==> src/rtl/barrier_pkg.sv <==
package barrier_pkg;
  // strobes passed from control to datapath each cycle
  typedef struct packed {
    logic wrap;  // this edge completes the barrier
    logic dup;   // an arrive came from a processor still waiting
  } ctlStrobe_t;
endpackage

==> src/rtl/barrier_datapath.sv <==
module barrier_datapath
  import barrier_pkg::*;
#(
  parameter int NUM_PROCS = 4,
  localparam int CW = $clog2(NUM_PROCS + 1),
  localparam int SW = $clog2(2 * NUM_PROCS + 1)
) (
  input  logic                 clk,
  input  logic                 rstN,
  input  logic [NUM_PROCS-1:0] accept,
  input  ctlStrobe_t           strobe,
  output logic [NUM_PROCS-1:0] waitVec,
  output logic [NUM_PROCS-1:0] senseVec,
  output logic                 flag,
  output logic [CW-1:0]        count,
  output logic [SW-1:0]        nextTotal,
  output logic                 dupReg
);
  logic [SW-1:0] acceptPop;

  // population count of accepted arrivals
  always_comb begin
    acceptPop = '0;
    for (int i = 0; i < NUM_PROCS; i++) begin
      acceptPop = acceptPop + SW'(accept[i]);
    end
    nextTotal = SW'(count) + acceptPop;
  end

  // per-processor private sense registers
  for (genvar g = 0; g < NUM_PROCS; g++) begin : gSense
    always_ff @(posedge clk) begin
      if (!rstN) begin
        senseVec[g] <= 1'b0;
      end else if (accept[g]) begin
        senseVec[g] <= ~senseVec[g];
      end
    end
    assign waitVec[g] = flag ^ senseVec[g];
  end

  always_ff @(posedge clk) begin
    if (!rstN) begin
      count  <= '0;
      flag   <= 1'b0;
      dupReg <= 1'b0;
    end else begin
      dupReg <= strobe.dup;
      if (strobe.wrap) begin
        count <= '0;
        flag  <= ~flag;
      end else begin
        count <= CW'(nextTotal);
      end
    end
  end
endmodule

==> src/rtl/barrier_control.sv <==
module barrier_control
  import barrier_pkg::*;
#(
  parameter int NUM_PROCS = 4,
  localparam int SW = $clog2(2 * NUM_PROCS + 1)
) (
  input  logic [NUM_PROCS-1:0] arrive,
  input  logic [NUM_PROCS-1:0] waitVec,
  input  logic [SW-1:0]        nextTotal,
  output logic [NUM_PROCS-1:0] accept,
  output ctlStrobe_t           strobe
);
  always_comb begin
    accept      = arrive & ~waitVec;
    strobe.dup  = |(arrive & waitVec);
    strobe.wrap = (nextTotal == SW'(NUM_PROCS));
  end
endmodule

==> src/rtl/barrier_sync.sv <==
module barrier_sync
  import barrier_pkg::*;
#(
  parameter int NUM_PROCS = 4,
  localparam int CW = $clog2(NUM_PROCS + 1),
  localparam int SW = $clog2(2 * NUM_PROCS + 1)
) (
  input  logic                 clk,
  input  logic                 rstN,
  input  logic [NUM_PROCS-1:0] arrive,
  output logic [NUM_PROCS-1:0] waitOut,
  output logic [NUM_PROCS-1:0] localSense,
  output logic                 releaseFlag,
  output logic [CW-1:0]        arrivedCount,
  output logic                 dupError
);
  logic [NUM_PROCS-1:0] acceptVec;
  logic [SW-1:0]        nextTotal;
  ctlStrobe_t           strobe;

  barrier_control #(.NUM_PROCS(NUM_PROCS)) u_ctl (
    .arrive   (arrive),
    .waitVec  (waitOut),
    .nextTotal(nextTotal),
    .accept   (acceptVec),
    .strobe   (strobe)
  );

  barrier_datapath #(.NUM_PROCS(NUM_PROCS)) u_dp (
    .clk      (clk),
    .rstN     (rstN),
    .accept   (acceptVec),
    .strobe   (strobe),
    .waitVec  (waitOut),
    .senseVec (localSense),
    .flag     (releaseFlag),
    .count    (arrivedCount),
    .nextTotal(nextTotal),
    .dupReg   (dupError)
  );
endmodule

==> config.mk <==
export PLATFORM = sky130hd
export DESIGN_NAME = barrier_sync
export DESIGN_NICKNAME = d
export VERILOG_FILES = /design/src/rtl/barrier_pkg.sv /design/src/rtl/barrier_datapath.sv /design/src/rtl/barrier_control.sv /design/src/rtl/barrier_sync.sv
export SDC_FILE = /design/constraint.sdc
export NUM_CORES = 1
export LEC_CHECK = 0
export BUFFER_PORTS_ARGS = -buffer_cell sky130_fd_sc_hd__buf_4
export CAP_MARGIN = 40
export CORE_MARGIN = 2
export CORE_UTILIZATION = 25
export CTS_CLUSTER_DIAMETER = 150
export DETAILED_ROUTE_END_ITERATION = 6
export GPL_TIMING_DRIVEN = 0
export SYNTH_ARGS = -nofsm -noshare
export SYNTH_HDL_FRONTEND = slang
export SYNTH_SLANG_ARGS = --single-unit
==> constraint.sdc <==
create_clock -name clk -period 2.97 [get_ports clk]
set_input_delay 0.1485 -clock clk [delete_from_list [all_inputs] [get_ports clk]]
set_output_delay 0.1485 -clock clk [all_outputs]
set_load 0.1 [all_outputs]
* Yosys cells after proc, flatten, opt, wreduce, memory -nomap -nowiden
Index checks and enable logic that the tools add are counted.
** Storage, ports and cells
- Input bits :: 6
- Output and inout port bits :: 13
- Logic and storage cells :: 27
- Bits in registers :: 9
** Cells by class
- $add $sub $neg :: 4
- Equality and inequality tests :: 1
- Reductions and logical operators :: 2
- Bitwise logic cells :: 13
** Operators by type and width (number)
- $add A4 B1 Y4 :: 2
- $and A4 B4 Y4 :: 2
- $not A1 Y1 :: 6
- $add A3 B4 Y4 :: 1
- $eq A4 B3 Y1 const B :: 1
- $not A4 Y4 :: 1
- $reduce_or A4 Y1 :: 1
- $xor A1 B1 Y1 :: 4
- $add A1 B1 Y2 :: 1
- $reduce_or A2 Y1 :: 1

* Logic depth before layout (Yosys ltp)
Gate-level depths: netlist (run 1).
- Depth in word-level cells :: 9
- Mapped depth :: 12
- Depth with buffers taken out :: 12

* Cells and area by module
From an unflattened synthesis (run 1), not the netlist that was laid out.
** Second synthesis, totals
- Cells, all modules :: 50
- Area total of the unflattened synthesis :: 506.7 um2
** Modules (own cells, without submodules)
- barrier_datapath :: times used 1, cells an instance 42, area each 447.9 um2, seq. area each 180.2 um2
- barrier_control :: times used 1, cells an instance 8, area each 58.8 um2, seq. area each 0.0 um2

* Least setup slack after synthesis (run 1)
OpenSTA, ideal clock, no wires.
- Path kind :: reg-to-reg
- Start point :: register u_dp.flag
- End point :: register u_dp.count[2]
- Path slack :: -1848 ps
- Data arrival time :: 4702 ps
- Setup time :: 115 ps
- Data required time :: 2855 ps
- Clock period less this slack :: 4818 ps
- Cell stages (with the launch flop) :: 12
- Buffers on the path :: 1
- Cells stage by stage :: dfxtp_1 buf_2 xor2_1 or2_1 fa_1 inv_1 ha_1 inv_1 fa_1 nor3b_1 o211ai_1 and3_1
** On the way
- Elaborated cells between the ends (all ways) :: 12
- Those cells by class :: add/sub (4); eq/ne (1); bitwise (6); reduce/logical (1)
** RTL lines
- from (decl) :: line barrier_datapath.sv:14 : output logic flag,
- from (signal assigned) :: line barrier_datapath.sv:51 : flag <= ~flag;
- $xor A1 B1 Y1 (*) :: line barrier_datapath.sv:39 : assign waitVec[g] = flag ^ senseVec[g];
- named net waitOut[2] :: line barrier_sync.sv:11 : output logic [NUM_PROCS-1:0] waitOut,
- $not A4 Y4 (*) :: line barrier_control.sv:14 : accept = arrive & ~waitVec;
- $and A4 B4 Y4 (*) :: line barrier_control.sv:14
- $add A4 B1 Y4 (*) (2 in series) :: line barrier_datapath.sv:25 : acceptPop = acceptPop + SW'(accept[i]);
- $add A3 B4 Y4 (*) :: line barrier_datapath.sv:27 : nextTotal = SW'(count) + acceptPop;
- $eq A4 B3 Y1 :: line barrier_control.sv:16 : strobe.wrap = (nextTotal == SW'(NUM_PROCS));
- $reduce_or A2 Y1 (no source line)
- to (signal assigned) :: line barrier_datapath.sv:53 : count <= CW'(nextTotal);
- to (decl) :: line barrier_datapath.sv:15 : output logic [CW-1:0] count,
Mark *: on every way through the listed nets, which the timed path passes. The rest lies on a longest branch.
A chain may end at the register's enable or synchronous reset.

* Worst setup path after layout (run 1)
- Start point :: register u_dp.flag
- End point :: register u_dp.count[2]
** On the way
- Word-level cells in the longest chain between the ends :: 9
- Elaborated cells between the ends (all ways) :: 12
- Those cells by class :: add/sub (4); eq/ne (1); bitwise (6); reduce/logical (1)
** Ends and longest elaborated chain (line)
- $xor A1 B1 Y1 :: barrier_datapath.sv:39
- $not A4 Y4 (*) :: barrier_control.sv:14
- $and A4 B4 Y4 (*) :: barrier_control.sv:14
- $add A1 B1 Y2 :: barrier_datapath.sv:25
- $add A4 B1 Y4 :: barrier_datapath.sv:25
- $add A4 B1 Y4 (*) :: barrier_datapath.sv:25
- $add A3 B4 Y4 (*) :: barrier_datapath.sv:27
- $eq A4 B3 Y1 :: barrier_control.sv:16
- $reduce_or A2 Y1 (no source line)
Mark *: on every way between the ends. The rest lies on a longest branch, timed or not.

==> run_results.csv, run 1 <==
group,metric,value,unit
floorplanning,row_count,17,
grt,grt_pass1_wl,2110,um
worst_hold_path,min_delay_worst_endpoint,"u_dp.senseVec[2]",
yosys,synth_nets,76,
drt,avgRoutedWirePerCell,10.1,um
cts,clkSinkCount,9,
sta,fin_crit_sh,0.927,
cts,ctsResizeCount,0,
critical_path,slowest_stage,"fa_1",
yosys,synth_edf_count,0,
yosys,syn_avg_cell_area,8.88,um2
critical_path,rr_worst_depth,11,
drt,first_iter_violations,7,
final_layout,fill_cells,229,
critical_path,critPathLaunchType,"flip-flop",
cts,cts_root_buffer,"clkbuf_4",
sta,whs,0.151,ns
worst_hold_path,min_from,"arrive[2]",
critical_path,timing.rr.end,"u_dp.count[2]",
grt,grt_max_degree,11,
run_status,status,"finished, final reports clean",
place,port_buffers,17,
final_layout,area_delta_synth_final,49.2,%
yosys,synth_flop_cell,"dfxtp_1",
drt,drtAntennaViolNets,0,
critical_path,reg2reg_slack,0.22,ns
sta,tightestPinTransition,0.392,ns
drt,routed_wl,1140,um
sta,slew_headroom,0.739,
floorplanning,die_x,51.3,um
floorplanning,ios,19,
critical_path,critPathMaxStageDelay,0.49,ns
critical_path,endpoint_kind,"flip-flop",
cts,cts_hold_buf,0,
grt,grt_overflow,0,
yosys,synth.distinct_cells,25,
critical_path,crit_required,3.12,ns
yosys,netlist_area,559,um2
grt,grt_usage,0.105,
floorplanning,die-area,2630,um2
cts,cts_max_level,1,
yosys,syn_inst,63,
yosys,yosys.area.top_type,"dfxtp_1",
critical_path,critPathLaunch,"u_dp.flag",
cts,clk_pin_slew_worst_paths,0.07,ns
critical_path,cp_cell_sequence,"buf_4 > xor2_4 > or2_1 > fa_1 > inv_1 > ha_2 > inv_2 > fa_1 > nor3b_2 > o211ai_1 > and3_1",
sta,hold_viol_final,0,
yosys,ys_ff_latch,9,
final_layout,drive_gt1_frac,0.381,
sta,final_max_slew_viol_count,0,
final_layout,layout.nets,98,
place,dp_hpwl,939,um
grt,grt_pass1_vias,490,
critical_path,crit_top_cell,"fa_1",
cts,cts_buffers,3,
drt,avgViaCountPerCell,4.32,
sta,fin_crit,2.75,ns
final_layout,num_antenna_cells,0,
drt,drc,0,
yosys,yosys-top-cells-area,"dfxtp_1, ha_1, inv_1, fa_1, xor2_1",
floorplanning,die_height,51.3,um
drt,firstDrtPassIters,4,
yosys,seq_area_frac_synth,0.322,
floorplanning,core_area,2170,um2
floorplanning,start_util,0.258,
grt,grt_antenna_before_repair,0,
yosys,netlist_top_cells_count,"inv_1, dfxtp_1, ha_1, nand2b_1, xor2_1",
drt,dr_total_vias,484,
cts,post_cts_buffers,0,
critical_path,crit_buf_inv,3,
sta,fmax,363,MHz
yosys,ys.warnings.count,0,
cts,cts_tree,"built",
place,placed_cells,108,
critical_path,crit_path_max_fanout,10,
worst_hold_path,min_path_cells,2,
sta,skew,0.00303,ns
sta,setup_viol,0,
flow_run,maxCapViolCount,0,
sta,rsz0062_at_grt,"false",
final_layout,stdcell_count,112,
yosys,synth_top_area_share,0.322,
critical_path,critical_path_class,"reg2reg",
place,gp_congestion,0.683,
yosys,yosysMostFrequentCell,"inv_1",
critical_path,critPathTopFamily,"adder cells",
critical_path,r2r-start,"u_dp.flag",
yosys,async_flop_share,0,
worst_hold_path,worstHoldPathType,"in2reg",
critical_path,arrival,2.91,ns
cts,clock_path_buffers,2,
cts,worst_skew_pair.late_latency,0.26,ns
-- placed cells by master (no fill, tap or decap), types with 2 or more instances in the layout --
| cell | netlist | final |
|---|---|---|
| fa_1 | 2 | 2 |
| buf_4 | 0 | 18 |
| clkbuf_1 | 1 | 2 |
| ha_1 | 5 | 4 |
| clkbuf_4 | 0 | 3 |
| o21ai_0 | 2 | 2 |
| nand2b_1 | 5 | 5 |
| dfxtp_4 | 0 | 3 |
| o211a_1 | 2 | 2 |
| nand2_1 | 3 | 3 |
| inv_1 | 11 | 10 |
| and2_1 | 3 | 3 |
| dfxtp_1 | 9 | 5 |
| nor2_1 | 3 | 3 |
| xor2_4 | 0 | 3 |
-- area by class of cell --
| class | count | area [um2] | area share |
|---|---|---|---|
| Inverter | 11 | 41.3 | 0.0495 |
| Buffer | 2 | 11.3 | 0.0135 |
| Multi-Input combinational cell | 41 | 400 | 0.480 |
| Sequential cell | 9 | 193 | 0.231 |
| Timing Repair Buffer | 17 | 128 | 0.153 |
| Tap cell | 28 | 35.0 | 0.0420 |
| Clock buffer | 4 | 26.3 | 0.0315 |
-- per-layer routing --
layer  global-route usage  share of wire
met1                0.135           0.47
met2                0.175           0.47
met3               0.0292          0.066
met4               0.0263              0
met5                    0              0
-- kinds of logic (layout without fill, tap and decap cells) --
family	after synthesis	in the layout	synth area share
adder cells (fa/ha/maj)	7	7	0.183
buffers and inverters	13	34	0.0895
multiplexers	1	1	0.0179
XOR/XNOR	5	5	0.0783
flip-flops	9	9	0.322
AO/OA/AOI/OAI	10	10	0.132
AND/OR/NAND/NOR	18	18	0.177
-- flip-flops by register name (all words and copies together), names as in the netlist --
| name | flops |
|---|---|
| u_dp.dupReg | 1 |
| u_dp.count | 3 |
| u_dp.flag | 1 |
| u_dp.senseVec | 4 |
-- worst max path at each step --
stage | end | cells past startpoint
after floorplan | u_dp.count[2] | 12
after global placement | u_dp.count[2] | 12
after detailed placement | u_dp.count[2] | 12
after CTS | u_dp.count[2] | 12
after global routing | u_dp.count[2] | 12
final | u_dp.count[2] | 11
-- through the flow --
stage               utilization  setup slack, ns  setup TNS [ns]  area (um2)
floorplan                     -           -0.380          -0.721         646
global placement          0.373            0.228               0         808
detailed placement        0.373            0.189               0         808
CTS                       0.385            0.189               0         835
global route              0.385           0.0117               0         835
finish                    0.385            0.216               0         835
Power of run 1 is left out: the tool's default activity adds up to more than one toggle a clock period on the data nets, which glitch-free logic cannot reach.
==> run 2, diff against run 1 <==
CORE_UTILIZATION = 30   (was 25)
GPL_TIMING_DRIVEN = unset   (was 0)
==> run_results.csv, run 2 (synthesis results as in run 1) <==
group,metric,value,unit
final_layout,layout_commonest_cell,"buf_4",
place,port_buffers,18,
place,gp_congestion,0.692,
final_layout,design_area,835,um2
cts,clk_pin_slew_worst_paths,0.07,ns
sta,slew_headroom,0.814,
critical_path,timing.rr.end,"u_dp.count[2]",
flow_run,maxCapViolCount,0,
floorplanning,start_util,0.320,
floorplanning,die_x,47.2,um
place,placed_cell_area,808,um2
cts,clock_path_buffers,2,
final_layout,fin_util,0.478,
final_layout,layout.nets,98,
floorplanning,core_area,1750,um2
drt,firstDrtPassIters,4,
cts,post_cts_buffers,0,
drt,dr_total_vias,466,
sta,whs,0.147,ns
drt,first_iter_violations,3,
sta,fmax,362,MHz
final_layout,reg.largest.list,"u_dp.senseVec x4, u_dp.count x3",
cts,ctsResizeCount,0,
floorplanning,row_count,15,
drt,dr.max_layer_used,"met3",
sta,skew,0.00748,ns
sta,setup_viol,0,
sta,rsz0062_at_grt,"false",
grt,grt_overflow,0,
critical_path,critPathLaunchType,"flip-flop",
drt,route.met2.wl,509,um
sta,fin_crit_sh,0.929,
critical_path,crit_path_max_fanout,8,
floorplanning,die_height,47.2,um
grt,grt_pass1_wl,1700,um
cts,cts_root_buffer,"clkbuf_4",
cts,cts_max_level,1,
sta,hold_viol_final,0,
final_layout,largest_register_ffs,4,
grt,grt_antenna_before_repair,0,
drt,routed_wl,1060,um
grt,grt_usage,0.111,
critical_path,reg2reg_slack,0.21,ns
drt,avgRoutedWirePerCell,9.76,um
final_layout,area_delta_synth_final,49.2,%
cts,clkSinkCount,9,
critical_path,critPathLaunch,"u_dp.flag",
sta,final_max_slew_viol_count,0,
cts,worst_skew_pair.late_latency,0.26,ns
floorplanning,ios,19,
critical_path,critical_path_class,"reg2reg",
place,dp_hpwl,892,um
critical_path,r2r-start,"u_dp.flag",
worst_hold_path,worstHoldPathType,"in2reg",
final_layout,layout_common_cells,"buf_4, inv_1, nand2b_1, dfxtp_1, ha_1",
floorplanning,die-area,2230,um2
critical_path,arrival,2.92,ns
critical_path,crit_required,3.13,ns
final_layout,num_antenna_cells,0,
final_layout,regMostFlops,"u_dp.senseVec",
sta,tightestPinTransition,0.282,ns
grt,grt_pass1_vias,423,
drt,wl_met3,68,um
grt,grt_max_degree,11,
final_layout,fill_cells,176,
cts,cts_buffers,3,
sta,fin_crit,2.76,ns
critical_path,rr_worst_depth,11,
drt,drtAntennaViolNets,0,
cts,cts_tree,"built",
critical_path,endpoint_kind,"flip-flop",
cts,cts_hold_buf,0,
critical_path,critPathCapture,"u_dp.count[2]",
drt,met1_length,486,um
drt,drc,0,
final_layout,drive_gt1_frac,0.393,
drt,avgViaCountPerCell,4.28,
run_status,status,"finished, final reports clean",
[run 2: changes by cell type in the layout (fill, tap and decap cells not counted)]
cell / previous run / this run
buf_4: 18 / 19
clkbuf_1: 2 / 1
[run 2: area by class of cell]
type	instances	area [um2]	share of cell area
multi-input cells	41	400	0.480
inverters	11	41.3	0.0495
repair buffers	19	143	0.171
flip-flops and latches	9	193	0.231
well taps	25	31.3	0.0375
clock buffers	4	26.3	0.0315
[run 2: worst max-delay path: stages, from the launching register on]
cell      delay, ns
dfxtp_4        0.39
buf_4          0.19
xor2_4         0.15
or2_1          0.23
fa_1           0.45
inv_1          0.08
ha_2           0.18
inv_2          0.04
fa_1           0.48
nor3b_2        0.15
o211ai_1       0.14
and3_1         0.19
[run 2: worst min-delay path by stage]
stage               startpoint                to  slack (ns)  cells after the start
global placement     arrive[3]  u_dp.senseVec[3]        0.41                      2
global route         arrive[2]  u_dp.senseVec[2]        0.15                      2
finish               arrive[2]  u_dp.senseVec[2]        0.15                      2
floorplan            arrive[2]  u_dp.senseVec[2]        0.29                      1
detailed placement   arrive[3]  u_dp.senseVec[3]        0.41                      2
CTS                  arrive[2]  u_dp.senseVec[2]        0.14                      2
[run 2: per-layer routing]
layer | GRT usage | vias up
met5 | 0 | -
met3 | 0.0385 | 0
met1 | 0.128 | 210
li1 | - | 243
met4 | 0.0500 | 0
met2 | 0.186 | 13
[run 2: per-stage QoR]
stage / setup slack (ns) / TNS (ns) / std cells
floorplan: -0.380 / -0.721 / 63
global placement: 0.211 / 0 / 105
detailed placement: 0.171 / 0 / 105
CTS: 0.168 / 0 / 109
global route: 0.0544 / 0 / 109
finish: 0.210 / 0 / 109
Power of run 2 is left out for the same reason.
